[config.mk]
export PLATFORM = sky130hd
export DESIGN_NAME = boot_map_ctrl
export DESIGN_NICKNAME = d
export VERILOG_FILES = /design/src/rtl/boot_map_pkg.sv /design/src/rtl/boot_req_sync.sv /design/src/rtl/lock_level_dec.sv /design/src/rtl/boot_overlay.sv /design/src/rtl/boot_map_ctrl.sv
export SDC_FILE = /design/constraint.sdc
export NUM_CORES = 1
export LEC_CHECK = 0
export BUFFER_PORTS_ARGS = -buffer_cell sky130_fd_sc_hd__buf_2
export CAP_MARGIN = 20
export CORE_UTILIZATION = 22
export DETAILED_ROUTE_END_ITERATION = 7
export HOLD_SLACK_MARGIN = 0.02
export PLACE_DENSITY_LB_ADDON = 0.15
export SLEW_MARGIN = 0
export SYNTH_ARGS = -nofsm -noshare
export SYNTH_HDL_FRONTEND = slang
export SYNTH_SLANG_ARGS = --single-unit
[constraint.sdc]
create_clock -name clk -period 0.9 [get_ports clk]
set_clock_uncertainty 0.05 [all_clocks]
set_input_delay 0.18 -clock clk [delete_from_list [all_inputs] [get_ports clk]]
set_output_delay 0.18 -clock clk [all_outputs]
set_load 0.01 [all_outputs]
[src/rtl/boot_map_pkg.sv]
package boot_map_pkg;
   localparam int CODE_AW   = 16;
   localparam int BOOT_AW   = 12;
   localparam int LOCK_W    = 3;
   localparam int REG_AW    = 8;
   localparam int REG_DW    = 8;

   typedef struct packed {
      logic int_exec;
      logic ext_exec;
      logic hw_verify;
      logic hw_prog;
      logic sw_prog;
   } perm_t;
endpackage

[src/rtl/boot_req_sync.sv]
module boot_req_sync #(
   parameter int STAGES = 2
) (
   input  logic clk,
   input  logic din,
   output logic dout
);
   logic [STAGES-1:0] chain;

   initial assert (STAGES >= 2) else $error("boot_req_sync: STAGES must be at least 2");

   always_ff @(posedge clk) begin
      chain[0] <= din;
   end

   for (genvar i = 1; i < STAGES; i++) begin : g_stage
      always_ff @(posedge clk) begin
         chain[i] <= chain[i-1];
      end
   end

   assign dout = chain[STAGES-1];
endmodule

[src/rtl/lock_level_dec.sv]
module lock_level_dec
   import boot_map_pkg::*;
#(
   parameter int LW = LOCK_W
) (
   input  logic [LW-1:0] lock_prog,
   output perm_t         perm
);
   // level_gt[j] is 1 when the protection level is above j,
   // which means some lock bit at index j or higher is programmed
   logic [LW-1:0] level_gt;

   initial assert (LW == 3) else $error("lock_level_dec: exactly three lock bits are decoded");

   for (genvar j = 0; j < LW; j++) begin : g_lvl
      assign level_gt[j] = |lock_prog[LW-1:j];
   end

   always_comb begin
      perm.int_exec  = 1'b1;
      perm.sw_prog   = 1'b1;
      perm.hw_prog   = ~level_gt[0];
      perm.hw_verify = ~level_gt[1];
      perm.ext_exec  = ~level_gt[2];
   end
endmodule

[src/rtl/boot_overlay.sv]
module boot_overlay #(
   parameter int              AW       = 16,
   parameter int              WIN_AW   = 12,
   parameter int              RAW      = 8,
   parameter int              RDW      = 8,
   parameter logic [RAW-1:0]  AUX_ADDR = 8'hA2,
   parameter int              EN_BIT   = 5
) (
   input  logic           clk,
   input  logic           rst,
   input  logic           boot_req_sync_n,
   input  logic           jump_prog,
   input  logic           reg_wr,
   input  logic [RAW-1:0] reg_addr,
   input  logic [RDW-1:0] reg_wdata,
   output logic [RDW-1:0] reg_rdata,
   input  logic [AW-1:0]  fetch_addr,
   output logic           fetch_from_boot,
   output logic [AW-1:0]  reset_vector,
   output logic           boot_en
);
   localparam int            TAG_W   = AW - WIN_AW;
   localparam logic [AW-1:0] BOOT_VEC = {{TAG_W{1'b1}}, {WIN_AW{1'b0}}};

   initial assert (WIN_AW < AW) else $error("boot_overlay: window must be smaller than code space");
   initial assert (EN_BIT < RDW) else $error("boot_overlay: enable bit outside register");

   logic boot_cond;
   logic aux_hit;

   assign boot_cond = ~boot_req_sync_n | jump_prog;
   assign aux_hit   = (reg_addr == AUX_ADDR);

   always_ff @(posedge clk) begin
      if (rst) begin
         boot_en      <= boot_cond;
         reset_vector <= boot_cond ? BOOT_VEC : '0;
      end else if (reg_wr && aux_hit) begin
         boot_en      <= reg_wdata[EN_BIT];
      end
   end

   always_comb begin
      reg_rdata = '0;
      if (aux_hit) reg_rdata[EN_BIT] = boot_en;
   end

   assign fetch_from_boot = boot_en && (&fetch_addr[AW-1:WIN_AW]);
endmodule

[src/rtl/boot_map_ctrl.sv]
module boot_map_ctrl
   import boot_map_pkg::*;
#(
   parameter logic [REG_AW-1:0] AUX_ADDR    = 8'hA2,
   parameter int                EN_BIT      = 5,
   parameter int                SYNC_STAGES = 2
) (
   input  logic              clk,
   input  logic              rst,
   input  logic              boot_req_n,
   input  logic              jump_prog,
   input  logic [LOCK_W-1:0] lock_prog,
   input  logic              reg_wr,
   input  logic [REG_AW-1:0] reg_addr,
   input  logic [REG_DW-1:0] reg_wdata,
   output logic [REG_DW-1:0] reg_rdata,
   input  logic [CODE_AW-1:0] fetch_addr,
   output logic              fetch_from_boot,
   output logic [CODE_AW-1:0] reset_vector,
   output logic              perm_int_exec,
   output logic              perm_ext_exec,
   output logic              perm_hw_verify,
   output logic              perm_hw_prog,
   output logic              perm_sw_prog
);
   logic  req_n_s;
   logic  boot_en;
   perm_t perm;

   boot_req_sync #(.STAGES(SYNC_STAGES)) u_sync (
      .clk  (clk),
      .din  (boot_req_n),
      .dout (req_n_s)
   );

   boot_overlay #(
      .AW       (CODE_AW),
      .WIN_AW   (BOOT_AW),
      .RAW      (REG_AW),
      .RDW      (REG_DW),
      .AUX_ADDR (AUX_ADDR),
      .EN_BIT   (EN_BIT)
   ) u_ovl (
      .clk             (clk),
      .rst             (rst),
      .boot_req_sync_n (req_n_s),
      .jump_prog       (jump_prog),
      .reg_wr          (reg_wr),
      .reg_addr        (reg_addr),
      .reg_wdata       (reg_wdata),
      .reg_rdata       (reg_rdata),
      .fetch_addr      (fetch_addr),
      .fetch_from_boot (fetch_from_boot),
      .reset_vector    (reset_vector),
      .boot_en         (boot_en)
   );

   lock_level_dec #(.LW(LOCK_W)) u_lock (
      .lock_prog (lock_prog),
      .perm      (perm)
   );

   assign perm_int_exec  = perm.int_exec;
   assign perm_ext_exec  = perm.ext_exec;
   assign perm_hw_verify = perm.hw_verify;
   assign perm_hw_prog   = perm.hw_prog;
   assign perm_sw_prog   = perm.sw_prog;
endmodule

==> flow_metrics.tcl <==
set metrics [dict create \
    finalHoldViolations 0 \
    vias 318 \
    start_util_pct 24.2 \
    status "complete, but fails checks" \
    startpoint_type "register" \
    grt_overflow_total 0 \
    syn_inst 42 \
    insertion_delay_ns 0.23 \
    period_share_pct 126 \
    ir_drop_mv 0.838 \
    numPortBuffers 29 \
    drv_cap 0 \
    ys_seq_area_share_pct 26.8 \
    grt_max_degree 5 \
    crit_required_ns 0.67 \
    place_congestion 0.610 \
    dpl.hpwl_um 550 \
    drc_errors 0 \
    htreeDepth 1 \
    area_delta_synth_final_pct 30.5 \
    dieArea_um2 1860 \
    cts-root-buf "clkbuf_4" \
    slew_violations 0 \
    postSynthAreaPerCell_um2 8.88 \
    grt_pass1_wl_um 869 \
    drt_iter0_drc 0 \
    worstPathCellList "and3_1 -> buf_2" \
    rsz0062_at_grt "true" \
    r2r_start "u_sync.dout$_DFF_P_" \
    multi_input_area_um2 173 \
    synth_top_cell_by_area "buf_4" \
    crit_path_start "u_ovl.boot_en$_DFFE_PP_" \
    synth_top_area_share_pct 48.3 \
    cts_setup_buffers 0 \
    wl_per_cell_um 7.35 \
    fmax_mhz 879 \
    die_h_um 43.2 \
    crit_fanout 2 \
    pin_count 70 \
    setup_ws_ns -0.238 \
    netlist_area_um2 373 \
    finalCriticalPeriod_ns 1.14 \
    cts-buffers-inserted 3 \
    finalNetCount 113 \
    fp.coreArea_um2 1540 \
    diodes 0 \
    yosysUniqueCellTypes 15 \
    synth_seq_cells 4 \
    drt-total-wl_um 647 \
    violations "negative setup slack" \
    regArea_um2 101 \
    dr.pass1.iters 1 \
    detail-route-antenna-nets 0 \
    cts.sinks 4 \
    holdWs_ns 0.202 \
    reg2reg_to "u_ovl.boot_en$_DFFE_PP_" \
    hp-class "in2reg" \
    min_path_cells 2 \
    cp-end-kind "output port" \
    ff2ff_setup_slack_ns -0.03 \
    arrival_ns 0.91 \
    power_density_nw_per_um2 1230 \
    leakage_nw 0.289 \
    grt_use_total_pct 7.20 \
    cts_tree "built" \
    synth_area_leaders "buf_4 48%, edfxtp_1 16%, dfxtp_1 11%, nor4b_2 4.0%, and4bb_2 3.4%" \
    grt_pass1_vias 235 \
    vias_per_cell 3.61 \
    cts_max_path_buffers 2 \
    p_total_mw 0.597 \
    path_class "reg2out" \
    endpoint "reg_rdata[5]" \
    slowest_delay_ns 0.39 \
    setup_viol 7 \
    antenna_found_initial 0 \
    rows 14 \
    die_w_um 43.2 \
    critPathSlowestCell "edfxtp_1" \
    ff2ff_path_depth 2 \
    drive_above_1_share_pct 52.8 \
    nFillCells 169 \
    clkTransAtPathRegs_ns 0.04 \
    yosysWarnings 0 \
]
==> worst min-delay path by stage <==
stage                 start                          endpoint  slack [ns]
6_report          jump_prog  u_ovl.reset_vector[14]$_DFFE_PP_        0.20
5_1_grt        reg_wdata[5]           u_ovl.boot_en$_DFFE_PP_        0.19
4_1_cts           jump_prog  u_ovl.reset_vector[14]$_DFFE_PP_        0.18
3_5_place_dp     boot_req_n           u_sync.chain[0]$_DFF_P_        0.24
3_3_place_gp     boot_req_n           u_sync.chain[0]$_DFF_P_        0.23
2_1_floorplan    boot_req_n           u_sync.chain[0]$_DFF_P_        0.16
==> state kept, by name (all words and copies together), names as in the netlist <==
name and count:
u_ovl.boot_en 1, u_ovl.reset_vector 1, u_sync.chain 1, u_sync.dout 1
==> report_power, final <==
part | switching, mW | internal [mW]
sequential | 0.00474 | 0.204
clock | 0.0795 | 0.167
combinational | 0.0784 | 0.0630
==> layout make-up <==
| type | count | area share (%) |
|---|---|---|
| clock buffer | 4 | 5.40 |
| inverter | 1 | 0.771 |
| multi-input combinational | 32 | 35.5 |
| sequential | 4 | 20.8 |
| tap | 16 | 4.11 |
| timing repair buffer | 31 | 33.4 |
==> placed cells by master (no fill, tap or decap), drive strengths merged <==
| cell | netlist | routed |
|---|---|---|
| mux2 | 1 | 1 |
| nand2b | 1 | 1 |
| a31o | 1 | 1 |
| inv | 1 | 1 |
| nand2 | 1 | 1 |
| dlygate4sd3 | 0 | 1 |
| buf | 24 | 30 |
| nand3 | 1 | 1 |
| edfxtp | 2 | 2 |
| nor2 | 2 | 2 |
| dfxtp | 2 | 2 |
| conb | 2 | 21 |
| nor3 | 1 | 1 |
| and3 | 1 | 1 |
| nor4b | 1 | 1 |
| and4bb | 1 | 1 |
| clkbuf | 0 | 4 |
==> critical path: cells and delay by family, from the launching register on <==
kind,cells,cell delay [ns]
buffers and inverters,1,0.13
DFF,1,0.39
and+or+nand+nor,1,0.15
==> what timing repair did <==
item                                    in CTS  in global routing
endpoints found under the hold margin        1                  0
hold buffers                                 1                  0
endpoints found under the setup margin       7                  7
resized for setup                            1                  1
==> metrics by stage <==
stage	worst slack (ns)	util (%)	setup TNS, ns	cells	area [µm²]
2_1_floorplan	-0.0449	-	-0.0449	61	453
5_1_grt	-0.294	31.6	-1.44	88	487
4_1_cts	-0.264	31.5	-1.22	88	485
6_report	-0.238	31.6	-1.06	88	487
3_3_place_gp	-0.192	28.9	-0.482	83	445
3_5_place_dp	-0.206	28.9	-0.501	83	445
==> logic make-up after synthesis <==
family / after synthesis / share of synthesized area [%]
AO/OA/AOI/OAI: 1 / 2.35
other: 2 / 2.01
AND/OR/NAND/NOR: 9 / 16.4
flip-flops: 4 / 26.8
buffers and inverters: 25 / 49.3
multiplexers: 1 / 3.02
==> routing by layer <==
metal	global-route usage (%)	routed length, µm
met5	0	0
met4	9.09	0
met3	2.55	90
met2	12.2	353
met1	5.43	204
==> cells in the mapped netlist <==
cell       n
edfxtp_1   2
nor2_1     2
inv_1      1
nor4b_2    1
conb_1     2
nand2_1    1
and3_1     1
and4bb_2   1
dfxtp_1    2
nor3_1     1
buf_4     24
nand2b_1   1
a31o_2     1
mux2_2     1
nand3_1    1
Power figures use the tool's default switching activity.
